`src/rtl/snb_pkg.sv`:
```
package snb_pkg;

  localparam int BYTE_W = 8;

  // Command opcodes
  localparam logic [7:0] OPC_NAND_WR   = 8'h08;
  localparam logic [7:0] OPC_CFG_WR    = 8'h09;
  localparam logic [7:0] OPC_NAND_RD   = 8'h0A;
  localparam logic [7:0] OPC_NAND_RDF  = 8'h0B;
  localparam logic [7:0] OPC_LED5_SET  = 8'h0C;
  localparam logic [7:0] OPC_LED5_CLR  = 8'h0D;

  // Configuration bit positions (host software depends on these)
  localparam int CB_LED1 = 0;
  localparam int CB_LED3 = 1;
  localparam int CB_LED2 = 2;
  localparam int CB_LED4 = 3;
  localparam int CB_FAN  = 4;
  localparam int CB_ALE  = 5;
  localparam int CB_CLE  = 6;
  localparam int CB_CEN  = 7;

  localparam logic [BYTE_W-1:0] CFG_RST = 8'h80;

  typedef enum logic [2:0] {
    FR_OPCODE,
    FR_WRITE,
    FR_CFG,
    FR_RD_PAD,
    FR_READ,
    FR_SKIP
  } frame_st_e;

  typedef enum logic [1:0] {
    SB_IDLE,
    SB_SETUP,
    SB_LOW,
    SB_HOLD
  } strobe_st_e;

endpackage

```
`src/rtl/snb_sync.sv`:
```
module snb_sync #(
  parameter int             W       = 1,
  parameter int             STAGES  = 2,
  parameter logic [W-1:0]   RST_VAL = '0
) (
  input  logic         clk,
  input  logic         rst_n,
  input  logic [W-1:0] d,
  output logic [W-1:0] q
);

  logic [STAGES-1:0][W-1:0] chain_q;

  always_ff @(posedge clk or negedge rst_n) begin
    if (!rst_n) chain_q <= {STAGES{RST_VAL}};
    else        chain_q <= {chain_q[STAGES-2:0], d};
  end

  assign q = chain_q[STAGES-1];

endmodule

```
`src/rtl/snb_rx.sv`:
```
module snb_rx
  import snb_pkg::*;
(
  input  logic              clk,
  input  logic              rst_n,
  input  logic              sck,
  input  logic              cs_n,
  input  logic              io0,
  input  logic              io1,
  input  logic              dual,
  output logic              byte_v,
  output logic [BYTE_W-1:0] byte_d,
  output logic              sck_fall,
  output logic              at_bound
);

  localparam logic [3:0] BITS_FULL = 4'(BYTE_W);

  logic              sck_q;
  logic              rise;
  logic [3:0]        cnt_q, cnt_d;
  logic [BYTE_W-1:0] sr_q, sr_d;
  logic              bv_d;
  logic              sr_en;

  assign rise     = sck & ~sck_q;
  assign sck_fall = ~sck & sck_q;

  always_comb begin
    cnt_d = cnt_q;
    sr_d  = sr_q;
    sr_en = 1'b0;
    bv_d  = 1'b0;
    if (cs_n) begin
      cnt_d = '0;
    end else if (rise) begin
      sr_en = 1'b1;
      if (dual) begin
        sr_d  = {sr_q[BYTE_W-3:0], io1, io0};
        cnt_d = cnt_q + 4'd2;
      end else begin
        sr_d  = {sr_q[BYTE_W-2:0], io0};
        cnt_d = cnt_q + 4'd1;
      end
      if (cnt_d == BITS_FULL) begin
        bv_d  = 1'b1;
        cnt_d = '0;
      end
    end
  end

  always_ff @(posedge clk or negedge rst_n) begin
    if (!rst_n) begin
      sck_q  <= 1'b0;
      cnt_q  <= '0;
      sr_q   <= '0;
      byte_v <= 1'b0;
    end else begin
      sck_q  <= sck;
      cnt_q  <= cnt_d;
      byte_v <= bv_d;
      if (sr_en) sr_q <= sr_d;
    end
  end

  assign byte_d   = sr_q;
  assign at_bound = (cnt_q == 4'd0);

endmodule

```
`src/rtl/snb_strobe.sv`:
```
module snb_strobe
  import snb_pkg::*;
#(
  parameter int STROBE_CYC = 2
) (
  input  logic              clk,
  input  logic              rst_n,
  input  logic              start_wr,
  input  logic              start_rd,
  input  logic [BYTE_W-1:0] wdata,
  input  logic [BYTE_W-1:0] dq_i,
  output logic [BYTE_W-1:0] dq_o,
  output logic              dq_oe,
  output logic              we_n,
  output logic              re_n,
  output logic [BYTE_W-1:0] rdata,
  output logic              rd_done
);

  localparam int              CNT_W    = $clog2(STROBE_CYC + 1);
  localparam logic [CNT_W-1:0] CNT_LAST = CNT_W'(STROBE_CYC - 1);
  localparam logic [CNT_W-1:0] CNT_ONE  = CNT_W'(1);

  strobe_st_e        st_q, st_d;
  logic              rd_q, rd_d;
  logic [CNT_W-1:0]  cnt_q, cnt_d;
  logic [BYTE_W-1:0] dq_q;
  logic              dq_en;
  logic [BYTE_W-1:0] rdat_q;
  logic              rdat_en;
  logic              done_d, done_q;

  always_comb begin
    st_d    = st_q;
    rd_d    = rd_q;
    cnt_d   = cnt_q;
    dq_en   = 1'b0;
    rdat_en = 1'b0;
    done_d  = 1'b0;
    unique case (st_q)
      SB_IDLE: begin
        if (start_wr) begin
          st_d  = SB_SETUP;
          rd_d  = 1'b0;
          dq_en = 1'b1;
        end else if (start_rd) begin
          st_d = SB_SETUP;
          rd_d = 1'b1;
        end
      end
      SB_SETUP: begin
        st_d  = SB_LOW;
        cnt_d = '0;
      end
      SB_LOW: begin
        if (cnt_q == CNT_LAST) begin
          st_d = SB_HOLD;
          if (rd_q) begin
            rdat_en = 1'b1;
            done_d  = 1'b1;
          end
        end else begin
          cnt_d = cnt_q + CNT_ONE;
        end
      end
      SB_HOLD: st_d = SB_IDLE;
      default: st_d = SB_IDLE;
    endcase
  end

  always_ff @(posedge clk or negedge rst_n) begin
    if (!rst_n) begin
      st_q   <= SB_IDLE;
      rd_q   <= 1'b0;
      cnt_q  <= '0;
      dq_q   <= '0;
      rdat_q <= '0;
      done_q <= 1'b0;
    end else begin
      st_q   <= st_d;
      rd_q   <= rd_d;
      cnt_q  <= cnt_d;
      done_q <= done_d;
      if (dq_en)   dq_q   <= wdata;
      if (rdat_en) rdat_q <= dq_i;
    end
  end

  assign dq_o    = dq_q;
  assign dq_oe   = (st_q != SB_IDLE) && !rd_q;
  assign we_n    = !((st_q == SB_LOW) && !rd_q);
  assign re_n    = !((st_q == SB_LOW) && rd_q);
  assign rdata   = rdat_q;
  assign rd_done = done_q;

endmodule

```
`src/rtl/spi_nand_bridge.sv`:
```
module spi_nand_bridge
  import snb_pkg::*;
#(
  parameter int SYNC_STAGES = 2,
  parameter int STROBE_CYC  = 2
) (
  input  logic              clk,
  input  logic              rst_n,
  input  logic              spi_sck,
  input  logic              spi_cs_n,
  input  logic              spi_io0,
  input  logic              spi_io1,
  output logic              spi_miso,
  output logic [BYTE_W-1:0] nand_dq_o,
  input  logic [BYTE_W-1:0] nand_dq_i,
  output logic              nand_dq_oe,
  output logic              nand_we_n,
  output logic              nand_re_n,
  output logic              nand_ale,
  output logic              nand_cle,
  output logic              nand_ce_n,
  output logic              fan_en,
  output logic [4:0]        led
);

  // Reset: asserted asynchronously, released on a clock edge
  logic rst_q;
  snb_sync #(.W(1), .STAGES(2), .RST_VAL(1'b0)) u_rst_sync (
    .clk(clk), .rst_n(rst_n), .d(1'b1), .q(rst_q)
  );

  // Pin synchronisers: {sck, cs_n, io1, io0}
  logic [3:0] pins_s;
  snb_sync #(.W(4), .STAGES(SYNC_STAGES), .RST_VAL(4'b0100)) u_pin_sync (
    .clk(clk), .rst_n(rst_q),
    .d({spi_sck, spi_cs_n, spi_io1, spi_io0}),
    .q(pins_s)
  );

  logic              cs_idle;
  frame_st_e         st_q, st_d;
  logic              byte_v;
  logic [BYTE_W-1:0] byte_d;
  logic              sck_fall;
  logic              at_bound;

  assign cs_idle = pins_s[2];

  snb_rx u_rx (
    .clk(clk), .rst_n(rst_q),
    .sck(pins_s[3]), .cs_n(pins_s[2]), .io0(pins_s[0]), .io1(pins_s[1]),
    .dual(st_q == FR_WRITE),
    .byte_v(byte_v), .byte_d(byte_d),
    .sck_fall(sck_fall), .at_bound(at_bound)
  );

  logic              start_wr, start_rd;
  logic [BYTE_W-1:0] pend_q, pend_d;
  logic              pend_v_q, pend_v_d;
  logic [BYTE_W-1:0] rdata;
  logic              rd_done;

  snb_strobe #(.STROBE_CYC(STROBE_CYC)) u_strobe (
    .clk(clk), .rst_n(rst_q),
    .start_wr(start_wr), .start_rd(start_rd), .wdata(pend_q),
    .dq_i(nand_dq_i), .dq_o(nand_dq_o), .dq_oe(nand_dq_oe),
    .we_n(nand_we_n), .re_n(nand_re_n),
    .rdata(rdata), .rd_done(rd_done)
  );

  // Frame decoder, configuration and LED5
  logic [BYTE_W-1:0] cfg_q, cfg_d;
  logic              cfg_en;
  logic              led5_q, led5_d;

  always_comb begin
    st_d     = st_q;
    pend_d   = pend_q;
    pend_v_d = pend_v_q;
    cfg_d    = cfg_q;
    cfg_en   = 1'b0;
    led5_d   = led5_q;
    start_wr = 1'b0;
    start_rd = 1'b0;
    if (cs_idle) begin
      st_d     = FR_OPCODE;
      pend_v_d = 1'b0;
    end else if (byte_v) begin
      unique case (st_q)
        FR_OPCODE: begin
          case (byte_d)
            OPC_NAND_WR:  st_d = FR_WRITE;
            OPC_CFG_WR:   st_d = FR_CFG;
            OPC_NAND_RD:  st_d = FR_RD_PAD;
            OPC_NAND_RDF: begin
              st_d     = FR_READ;
              start_rd = 1'b1;
            end
            OPC_LED5_SET: begin
              st_d   = FR_SKIP;
              led5_d = 1'b1;
            end
            OPC_LED5_CLR: begin
              st_d   = FR_SKIP;
              led5_d = 1'b0;
            end
            default:      st_d = FR_SKIP;
          endcase
        end
        FR_WRITE: begin
          start_wr = pend_v_q;
          pend_d   = byte_d;
          pend_v_d = 1'b1;
        end
        FR_CFG: begin
          cfg_d  = byte_d;
          cfg_en = 1'b1;
          st_d   = FR_SKIP;
        end
        FR_RD_PAD: begin
          start_rd = 1'b1;
          st_d     = FR_READ;
        end
        FR_READ:  start_rd = 1'b1;
        FR_SKIP:  st_d = FR_SKIP;
        default:  st_d = FR_SKIP;
      endcase
    end
  end

  // Read return path
  logic [BYTE_W-1:0] tx_q, tx_d;
  logic              tx_en;
  logic              miso_d, miso_q;
  logic              reading;

  assign reading = (st_q == FR_READ);

  always_comb begin
    tx_d  = tx_q;
    tx_en = 1'b0;
    if (rd_done) begin
      tx_d  = rdata;
      tx_en = 1'b1;
    end else if (reading && sck_fall && !at_bound) begin
      tx_d  = {tx_q[BYTE_W-2:0], 1'b0};
      tx_en = 1'b1;
    end
    miso_d = reading & tx_q[BYTE_W-1];
  end

  always_ff @(posedge clk or negedge rst_q) begin
    if (!rst_q) begin
      st_q     <= FR_OPCODE;
      pend_q   <= '0;
      pend_v_q <= 1'b0;
      cfg_q    <= CFG_RST;
      led5_q   <= 1'b0;
      tx_q     <= '0;
      miso_q   <= 1'b0;
    end else begin
      st_q     <= st_d;
      pend_v_q <= pend_v_d;
      led5_q   <= led5_d;
      miso_q   <= miso_d;
      if (byte_v) pend_q <= pend_d;
      if (cfg_en) cfg_q  <= cfg_d;
      if (tx_en)  tx_q   <= tx_d;
    end
  end

  assign spi_miso  = miso_q;
  assign nand_ale  = cfg_q[CB_ALE];
  assign nand_cle  = cfg_q[CB_CLE];
  assign nand_ce_n = cfg_q[CB_CEN];
  assign fan_en    = cfg_q[CB_FAN];
  assign led       = {led5_q, cfg_q[CB_LED4], cfg_q[CB_LED3], cfg_q[CB_LED2], cfg_q[CB_LED1]};

endmodule

```
`config.mk`:
```
export PLATFORM = sky130hd
export DESIGN_NAME = spi_nand_bridge
export DESIGN_NICKNAME = d
export VERILOG_FILES = /design/src/rtl/snb_pkg.sv /design/src/rtl/snb_sync.sv /design/src/rtl/snb_rx.sv /design/src/rtl/snb_strobe.sv /design/src/rtl/spi_nand_bridge.sv
export SDC_FILE = /design/constraint.sdc
export NUM_CORES = 1
export LEC_CHECK = 0
export BUFFER_PORTS_ARGS = -buffer_cell sky130_fd_sc_hd__buf_2
export CAP_MARGIN = 20
export CELL_PAD_IN_SITES_DETAIL_PLACEMENT = 1
export CELL_PAD_IN_SITES_GLOBAL_PLACEMENT = 2
export CORE_ASPECT_RATIO = 1.25
export CORE_MARGIN = 4
export CORE_UTILIZATION = 39
export CTS_CLUSTER_SIZE = 16
export DETAILED_ROUTE_END_ITERATION = 16
export PLACE_DENSITY = 0.77
export SYNTH_ARGS = -nofsm -noshare
export SYNTH_HDL_FRONTEND = slang
export SYNTH_SLANG_ARGS = --single-unit
```
`constraint.sdc`:
```
create_clock -name clk -period 2.8 [get_ports clk]
set_input_delay 0.14 -clock clk [delete_from_list [all_inputs] [get_ports clk]]
set_output_delay 0.14 -clock clk [all_outputs]
set_load 0.02 [all_outputs]
```
==> run summary, run 1 <==
Of the total power, the share spent switching nets is 26.15%. In the layout the commonest cells are sky130_fd_sc_hd__dfrtp_1 (72), sky130_fd_sc_hd__mux2_2 (34), sky130_fd_sc_hd__buf_2 (34), sky130_fd_sc_hd__nand2_1 (31), sky130_fd_sc_hd__o21ai_0 (15). The die area is 0.01002 mm2. The final non-filler cell area is 0.003826 mm2. STA classifies the critical path startpoint as a flop. The total number of yosys warnings is 0. Between clock sinks in the finished design, the worst skew comes to 12.01 ps. The worst min-delay path startpoint is nand_dq_i[7].

The setup check on the worst reg-to-reg path leaves a slack of 490 ps. The setup slack of the critical path after layout came out at 489.7 ps. The share of async-settable or async-resettable flops after synthesis is 100.0%. The worst reg-to-reg path cell count is 4. After the last flow step, the layout net total stands at 340. The pre-CTS setup slack came out at 527.4 ps. The number of hold-slack violations in the final timing report came out at 0. From left edge to right edge, the die measures 90.35 um. The number of buffers between clock root and the deepest sink is 2. The tightest slew margin relative to the limit is 57.41%. After detailed routing, the average wire length per cell comes to 15.83 um. The cell sitting at the root of the clock tree is a sky130_fd_sc_hd__clkbuf_8. The analysis attributes to cell leakage a power of 1.769 nW. IR analysis of the VDD net gives a maximum drop of 0.3666 mV.

The worst path uses 82.51% of the clock period. The post-detailed-route via-to-cell ratio is 5.150. The number of setup violations in the final report is 0. TritonCTS built the clock tree. The total negative setup slack came out at 0 ps. The CTS H-tree depth came out at 3. The violation count after the first detailed-routing iteration is 77.

After clock tree synthesis, the clock-pin slew on the worst setup and hold paths is 90 ps. The last weighted congestion value of the routability-driven placer is 0.7831. The HPWL after detailed placement is 4568 um. The detailed-route via count came out at 2168.

The area overhead of the layout relative to synthesis is 15.75%. Per report_power, the clock group accounts for 36.9% of the total. The total routed wirelength is 6663 um. The floorplan has 37 rows.

The arrival time at the worst endpoint is 2540 ps. After synthesis the cells add up to 0.003306 mm2. The I/O pin count is 35. The required time of the critical path came out at 3020 ps.

In this run the critical register-to-register path is captured at u_strobe.st_q[1]$_DFFE_PN0P_. The worst hold path depth is 2. In this run the worst setup path terminates at u_strobe.st_q[1]$_DFFE_PN0P_.

The startpoint of the lowest-slack register-to-register path is u_rx.byte_d[5]$_DFFE_PN0P_. The detailed-router iteration count before antenna repair is 4. The total setup buffers inserted after CTS is 0.

The clock insertion delay at the later pin of the skew report came out at 350 ps. In this run the worst setup path begins at u_rx.byte_d[5]$_DFFE_PN0P_. The internal cell power came out at 0.001555 W. Setup repair after global routing left no endpoint under its margin. The placed instances occupy a cell area of 0.003571 mm2. STA classifies the critical path endpoint as a flop. The mean instance size in the synthesized netlist came out at 11.89 um2. The post-route netlist has 30.86% of its cells at a drive strength greater than 1. The commonest non-fill, non-tap cell in the layout is sky130_fd_sc_hd__dfrtp_1.

Summed over all nets, the switching power comes to 0.0005505 W. Once the floorplan was initialized, standard cells occupied 40.12% of the core. Clock tree synthesis inserted a total of 9 buffers. The synthesized design contains 0 enable-type register cells. The shortest period the worst path allows came out at 2310 ps. The maximum achievable frequency came out at 0.4328 GHz. The synthesized netlist cell count came out at 278.

The most used flip-flop cell after synthesis is sky130_fd_sc_hd__dfrtp_1. The clock sink count is 76. After synthesis the netlist holds a flip-flop and latch count of 76. The number of antenna violations at the first check in global routing is 0.

The leftover overflow at the end of global routing came out at 0. The first global-routing pass estimated 11600 um of wire. The peak fanout along the critical path came out at 6. The worst setup path is of the flop to flop kind. In the routed design, unresolved DRC markers number 0. Measured along the y axis, the die boundary spans 110.9 um. The number of pins exceeding their max-slew limit in the final report was 0. The transition time at the pin with the least slew margin came out at 637.0 ps. The residual antenna-violating net count after detailed routing came out at 0. The run finished with clean final reports. The total global-route track usage came out at 14.30%.

The total power divided by cell area came out at 550.3 mW/mm2. The area of the core region is 0.008240 mm2. The number of inserted filler cells in the final layout is 886. In this run the tool buffered the top-level ports with 34 buffer cells.

The fraction of power consumed by sequential logic is 57.4%. The min-delay analysis places its worst path in the category input port to flop. The unique cell type count in the Yosys netlist is 44. The number of antenna cells inserted is 0. Of the synthesized area, sequential elements account for 57.65%.

The portion of total power attributed to combinational logic is 5.7%. The number of global-route vias before repair is 2365. The max-capacitance violation count is 0.

The largest net degree at the start of global routing came out at 60. The share of the core filled with cells is 46.43%. The synthesized net count came out at 299.
-- Yosys cell counts (2+ instances only) --
master                     number  area [um2]
sky130_fd_sc_hd__ha_1           7       87.58
sky130_fd_sc_hd__a31oi_1       10       62.56
sky130_fd_sc_hd__and3_1         2       12.51
sky130_fd_sc_hd__nor3_1         2       10.01
sky130_fd_sc_hd__o21a_1         2       15.01
sky130_fd_sc_hd__nand2b_1       6       37.54
sky130_fd_sc_hd__o21ai_0       15       75.07
sky130_fd_sc_hd__nor2_1        13       48.80
sky130_fd_sc_hd__nor2b_1        4       25.02
sky130_fd_sc_hd__inv_1         13       48.80
sky130_fd_sc_hd__a21oi_1        4       20.02
sky130_fd_sc_hd__nand2_1       31       116.4
sky130_fd_sc_hd__mux2i_1        8       80.08
sky130_fd_sc_hd__xnor2_1        2       17.52
sky130_fd_sc_hd__mux2_2        34       382.9
sky130_fd_sc_hd__nand3_1        5       25.02
sky130_fd_sc_hd__buf_4          2       15.01
sky130_fd_sc_hd__dfstp_2        3       78.83
sky130_fd_sc_hd__xor2_1         2       17.52
sky130_fd_sc_hd__nor3b_1        3       22.52
sky130_fd_sc_hd__and2_1         2       12.51
sky130_fd_sc_hd__dfrtp_1       73        1827
sky130_fd_sc_hd__a211oi_1       2       15.01
sky130_fd_sc_hd__nor4_1         3       18.77
sky130_fd_sc_hd__buf_2          4       20.02
sky130_fd_sc_hd__clkbuf_1       8       30.03
-- worst min path at each step --
stage	endpoint	slack (ps)
2_1_floorplan	u_rst_sync.chain_q[0]$_DFF_PN0_	-160
3_3_place_gp	u_rst_sync.chain_q[0]$_DFF_PN0_	-70
3_5_place_dp	u_rst_sync.chain_q[0]$_DFF_PN0_	-70
4_1_cts	u_strobe.rdata[4]$_DFFE_PN0P_	6
5_1_grt	u_strobe.rdata[5]$_DFFE_PN0P_	-0.2
6_report	u_strobe.rdata[7]$_DFFE_PN0P_	20
-- power by group through the flow --
stage          clock [W]  sequential, W  combinational (W)
3_5_place_dp           0        0.00123           0.000116
5_1_grt         0.000865        0.00122           0.000141
4_1_cts         0.000801        0.00121           0.000122
2_1_floorplan          0        0.00121          0.0000902
6_report        0.000776        0.00121           0.000121
3_3_place_gp           0        0.00123           0.000114
-- cell type report --
type	instances	area [um2]	share of cell area, %
tap	97	121.4	3.172
sequential	76	1907	49.84
clock buffer	10	137.6	3.597
clock inverter	6	47.55	1.243
timing repair buffer	45	282.8	7.390
inverter	13	48.80	1.275
multi-input combinational	174	1281	33.49
-- cell families (layout without fill, tap and decap cells) --
group | count (synthesis) | in the layout | synth area share (%)
simple gates | 79 | 79 | 12.23
flops | 76 | 76 | 57.65
mux | 43 | 43 | 14.35
compound gates | 40 | 40 | 8.176
buf+inv | 28 | 74 | 3.785
fa+ha+maj | 7 | 7 | 2.649
xor+xnor | 4 | 4 | 1.060
other cells | 1 | 1 | 0.1134
-- routing by layer --
metal	share of wire [%]	routed length, um	GRT usage (%)	vias up
li1	-	-	-	1043
met1	45	2978	17.98	1098
met2	52	3434	24.23	23
met3	2.7	183	3.394	4
met4	0.99	66	4.597	0
met5	0	0	0	-
-- registers in the layout, indices dropped and copies added, names as in the netlist, 4 cells and up --
signal,flops
cfg_q,8
pend_q,8
tx_q,8
u_rx.byte_d,8
u_strobe.dq_o,8
u_strobe.rdata,8
u_pin_sync.chain_q,4
u_pin_sync.q,4
u_rx.cnt_q,4
-- timing repair --
item / in CTS / in global routing
hold buffers: 5 / 2
endpoints found under the hold margin: 6 / 2
endpoints found under the setup margin: 0 / 0
gates resized for setup: 0 / 0
-- through the flow --
| step | std cells | power, W | hold WS (ps) |
|---|---|---|---|
| floorplan | 278 | 0.001298 | -155.6 |
| global placement | 398 | 0.001343 | -73.50 |
| detailed placement | 398 | 0.001349 | -74.21 |
| CTS | 419 | 0.002133 | 6.412 |
| global route | 421 | 0.002227 | -0.1948 |
| finish | 421 | 0.002105 | 18.55 |
-- worst max-delay path, stage by stage (launching register included) --
cell	delay, ps
sky130_fd_sc_hd__dfrtp_1	440
sky130_fd_sc_hd__or4_1	610
sky130_fd_sc_hd__or4_4	580
sky130_fd_sc_hd__o221ai_2	210
sky130_fd_sc_hd__mux2_1	350
Note: power is estimated with default switching activity, not from simulation.
==> run 2, diff against run 1 <==
--- a/config.mk
+++ b/config.mk
@@ -5,16 +5,17 @@
 export SDC_FILE = /design/constraint.sdc
 export NUM_CORES = 1
 export LEC_CHECK = 0
+export ABC_AREA = 1
 export BUFFER_PORTS_ARGS = -buffer_cell sky130_fd_sc_hd__buf_2
 export CAP_MARGIN = 20
 export CELL_PAD_IN_SITES_DETAIL_PLACEMENT = 1
 export CELL_PAD_IN_SITES_GLOBAL_PLACEMENT = 2
 export CORE_ASPECT_RATIO = 1.25
 export CORE_MARGIN = 4
-export CORE_UTILIZATION = 39
+export CORE_UTILIZATION = 37
 export CTS_CLUSTER_SIZE = 16
 export DETAILED_ROUTE_END_ITERATION = 16
-export PLACE_DENSITY = 0.77
+export PLACE_DENSITY = 0.78
 export SYNTH_ARGS = -nofsm -noshare
 export SYNTH_HDL_FRONTEND = slang
 export SYNTH_SLANG_ARGS = --single-unit
==> constraint.sdc (replaced) <==
create_clock -name clk -period 2.2 [get_ports clk]
set_input_delay 0.11 -clock clk [delete_from_list [all_inputs] [get_ports clk]]
set_output_delay 0.11 -clock clk [all_outputs]
set_load 0.02 [all_outputs]
==> run summary, run 2 <==
In the final layout, the share of cells above drive strength 1 is 24.63%. The initial core utilization is 38.46%. The adder-cell share of the synthesized area is 2.589%.

The critical setup path kind is flop to flop. The sequential standard cell area is 0.001907 mm2. Of all cell types, the one taking the most synthesized area is sky130_fd_sc_hd__dfrtp_1. The share of async-settable or async-resettable flops after synthesis came out at 100.0%.

The peak fanout along the critical path came out at 22. The worst setup path is launched from a flop. The pre-CTS setup slack is 552.9 ps. After synthesis, the cell types taking the most area are sky130_fd_sc_hd__dfrtp_1 (54%), sky130_fd_sc_hd__nand2_1 (9.7%), sky130_fd_sc_hd__o21ai_0 (4.1%), sky130_fd_sc_hd__inv_1 (3.9%), sky130_fd_sc_hd__o21ai_2 (3.4%). The count of buffers added on input and output ports is 34.

Detailed placement ended at an HPWL of 4833 um. Data on the critical path is required at its endpoint by 2460 ps. The XOR/XNOR share of the synthesized area is 1.036%. In the synthesized netlist, the number of instances is 348. The first detailed-routing pass ran for 4 iterations. The arrival time at the worst endpoint came out at 1890 ps. The number of global-route vias before repair came out at 2678. The clock sink count came out at 76.

The unique cell type count in the Yosys netlist is 34. The largest single stage delay on the critical path is 440 ps. In this run the mean area of a mapped cell was 9.722 um2. The first-pass GRT wire length is 12420 um. The area of the core region came out at 0.008796 mm2.

The detailed-route via count is 2456. TritonCTS built the clock tree. The post-route clock skew came out at 14.85 ps. The clock insertion delay at the later pin of the skew report came out at 370 ps. The synthesized net count is 369. The largest individual stage delay along the critical path comes from the cell sky130_fd_sc_hd__dfrtp_1. The total negative setup slack came out at 0 ps. The master cell of the clock root buffer is sky130_fd_sc_hd__clkbuf_8. Fill cells in the final layout number 1021. The category of the worst setup path capture point is a flop. Among all cell types in the netlist, the one instantiated most often is sky130_fd_sc_hd__nand2_1. The multi-input combinational cells in the finished layout cover a total of 0.001231 mm2. The signal on the critical path passes through inv_2 -> nand3_4 -> inv_4 -> nand4_4 -> o21ai_0 -> a21oi_1. The die area came out at 0.01075 mm2. Setup slack on the critical path of the routed design comes to 566.7 ps. Static timing analysis puts the maximum clock frequency at 0.6123 GHz. The die is 114.9 um tall. The violation count after the first detailed-routing iteration came out at 61. The count of flip-flops with a built-in enable after synthesis is 0. The final cycle utilization of the critical path is 74.24%. The dominant delay contributor by cell family on the critical path is simple AND/OR/NAND/NOR gates.

The total standard cell area after synthesis came out at 0.003383 mm2. The proportion of netlist area held by the largest area contributor is 53.99%. The number of buffers between clock root and the deepest sink came out at 2. The residual antenna-violating net count after detailed routing came out at 0.

The count of standard-cell rows is 38. The design draws 0.002936 W. The number of setup violations in the final report is 0. The area overhead of the layout relative to synthesis is 19.23%. At the end of routability-driven placement, the weighted congestion stood at 0.7509. Clock-pin slew was measured on the worst setup and hold paths at 90 ps.

The I/O pin count is 35. The multiplexer share of the synthesized area is 0%. Setup repair after global routing left no endpoint under its margin. The shortest period the worst path allows came out at 1633 ps. Clock tree synthesis inserted a total of 9 buffers.

Dividing the detail-routed wire length by the instance count gives 13.40 um. The share of the yosys chip area belonging to registers is 56.32%. Synthesis inferred 76 register bits. Leaving out fill and tap cells, the most frequent cells in the layout are sky130_fd_sc_hd__nand2_1 (87), sky130_fd_sc_hd__dfrtp_1 (72), sky130_fd_sc_hd__inv_1 (35), sky130_fd_sc_hd__buf_2 (34), sky130_fd_sc_hd__o21ai_0 (28).

Across the run, the number of max-cap violations was 0. The largest net degree at the start of global routing came out at 75. The total global-route track usage is 14.72%.

The total overflow left after global routing is 0. The simple-gate share of the synthesized area is 18.93%. The total number of yosys warnings is 0. The post-detailed-route via-to-cell ratio came out at 4.669. By area, the combinational part of the netlist is dominated by simple AND/OR/NAND/NOR gates. By count the netlist is led by sky130_fd_sc_hd__nand2_1 (87), sky130_fd_sc_hd__dfrtp_1 (73), sky130_fd_sc_hd__inv_1 (35), sky130_fd_sc_hd__o21ai_0 (28), sky130_fd_sc_hd__nand3_1 (17). The number of pins exceeding their max-slew limit in the final report is 0. The number of antenna violations at the first check in global routing is 0. The final layout net count came out at 422. The number of hold-slack violations in the final timing report came to 0.

The area fraction in compound gates after synthesis came out at 13.72%. The chip width came out at 93.53 um. The analysis attributes to cell leakage a power of 1.934 nW. The commonest register cell after synthesis is sky130_fd_sc_hd__dfrtp_1. The critical path contains buffers and inverters numbering 2 combined. The library cell used most frequently in the layout, excluding fill and tap cells, is sky130_fd_sc_hd__nand2_1. The run finished with clean final reports. The CTS H-tree depth came out at 3. The total power divided by cell area came out at 727.9 mW/mm2. The number of antenna cells inserted is 0. The worst hold path class is input port to async pin. The total setup buffers inserted after CTS is 0. The total routed wirelength came out at 7048 um. The number of remaining DRC errors came out at 0. The worst vdd rail ir drop came out at 0.3008 mV.
-- run 2: final timing paths --
path / start / end / slack [ps] / depth (start not counted)
worst max-delay path: st_q[2]$_DFFE_PN0P_ / u_strobe.rd_q$_DFFE_PN0P_ / 570 / 6
worst min register to register: u_rst_sync.q$_DFF_PN0_ / st_q[1]$_DFFE_PN0P_ / 300 / 1
min in group clk: u_pin_sync.chain_q[0]$_DFF_PN0_ / u_pin_sync.q[0]$_DFF_PN0_ / 350 / 0
worst min-delay path: rst_n / u_rst_sync.q$_DFF_PN0_ / 60 / 2
worst max register to register: st_q[2]$_DFFE_PN0P_ / u_strobe.rd_q$_DFFE_PN0P_ / 570 / 6
max in group asynchronous: u_rst_sync.q$_DFF_PN0_ / u_pin_sync.chain_q[2]$_DFF_PN1_ / 1580 / 1
-- run 2: final cells by class --
class / count / area share [%]
flip-flops and latches: 76 / 47.27
clock buffers: 12 / 4.094
repair buffers: 51 / 8.499
inverters: 44 / 4.156
clock inverters: 4 / 1.737
well taps: 120 / 3.722
multi-input cells: 219 / 30.52
-- run 2: repair_timing --
action | in CTS | in global routing
endpoints found under the setup margin | 0 | 0
resized for setup | 0 | 0
hold endpoints to repair | 14 | 0
hold buffers | 13 | 0
-- run 2: through the flow --
step	std cells	instance area (um2)	hold slack (ps)	util, %
3_3_place_gp	497	3669	-105.5	41.71
5_1_grt	526	4034	70.13	45.86
6_report	526	4034	63.48	45.86
4_1_cts	526	4034	46.22	45.86
3_5_place_dp	497	3669	-101.8	41.71
2_1_floorplan	348	3385	-185.6	-
-- run 2: where the power goes --
| group | internal (W) | switching [W] | total (W) | leakage [nW] |
|---|---|---|---|---|
| clock network | 0.000728 | 0.000528 | 0.00126 | 0.122 |
| registers | 0.00144 | 0.0000301 | 0.00147 | 0.982 |
| logic | 0.0000654 | 0.000143 | 0.000209 | 0.830 |
| total | 0.00223 | 0.000702 | 0.00294 | 1.93 |
-- run 2: routing by layer --
| layer | up-vias | part of all wire [%] | global-route usage, % |
|---|---|---|---|
| met1 | 1186 | 45 | 18.05 |
| met5 | - | 0 | 0 |
| met3 | 13 | 2.8 | 3.207 |
| li1 | 1231 | - | - |
| met2 | 26 | 49 | 24.43 |
| met4 | 0 | 2.4 | 7.418 |
-- run 2: cells by family after synthesis --
family | after synthesis
xor gates and xnor gates | 4
buffers and inverters | 53
adders and majority gates | 7
AOI/OAI and AO/OA | 75
and+or+nand+nor | 132
DFF | 76
other | 1
-- run 2: worst register-to-register path, stage by stage (launching register included) --
cell	delay [ps]
sky130_fd_sc_hd__dfrtp_1	440
sky130_fd_sc_hd__inv_2	140
sky130_fd_sc_hd__nand3_4	240
sky130_fd_sc_hd__inv_4	190
sky130_fd_sc_hd__nand4_4	270
sky130_fd_sc_hd__o21ai_0	180
sky130_fd_sc_hd__a21oi_1	60
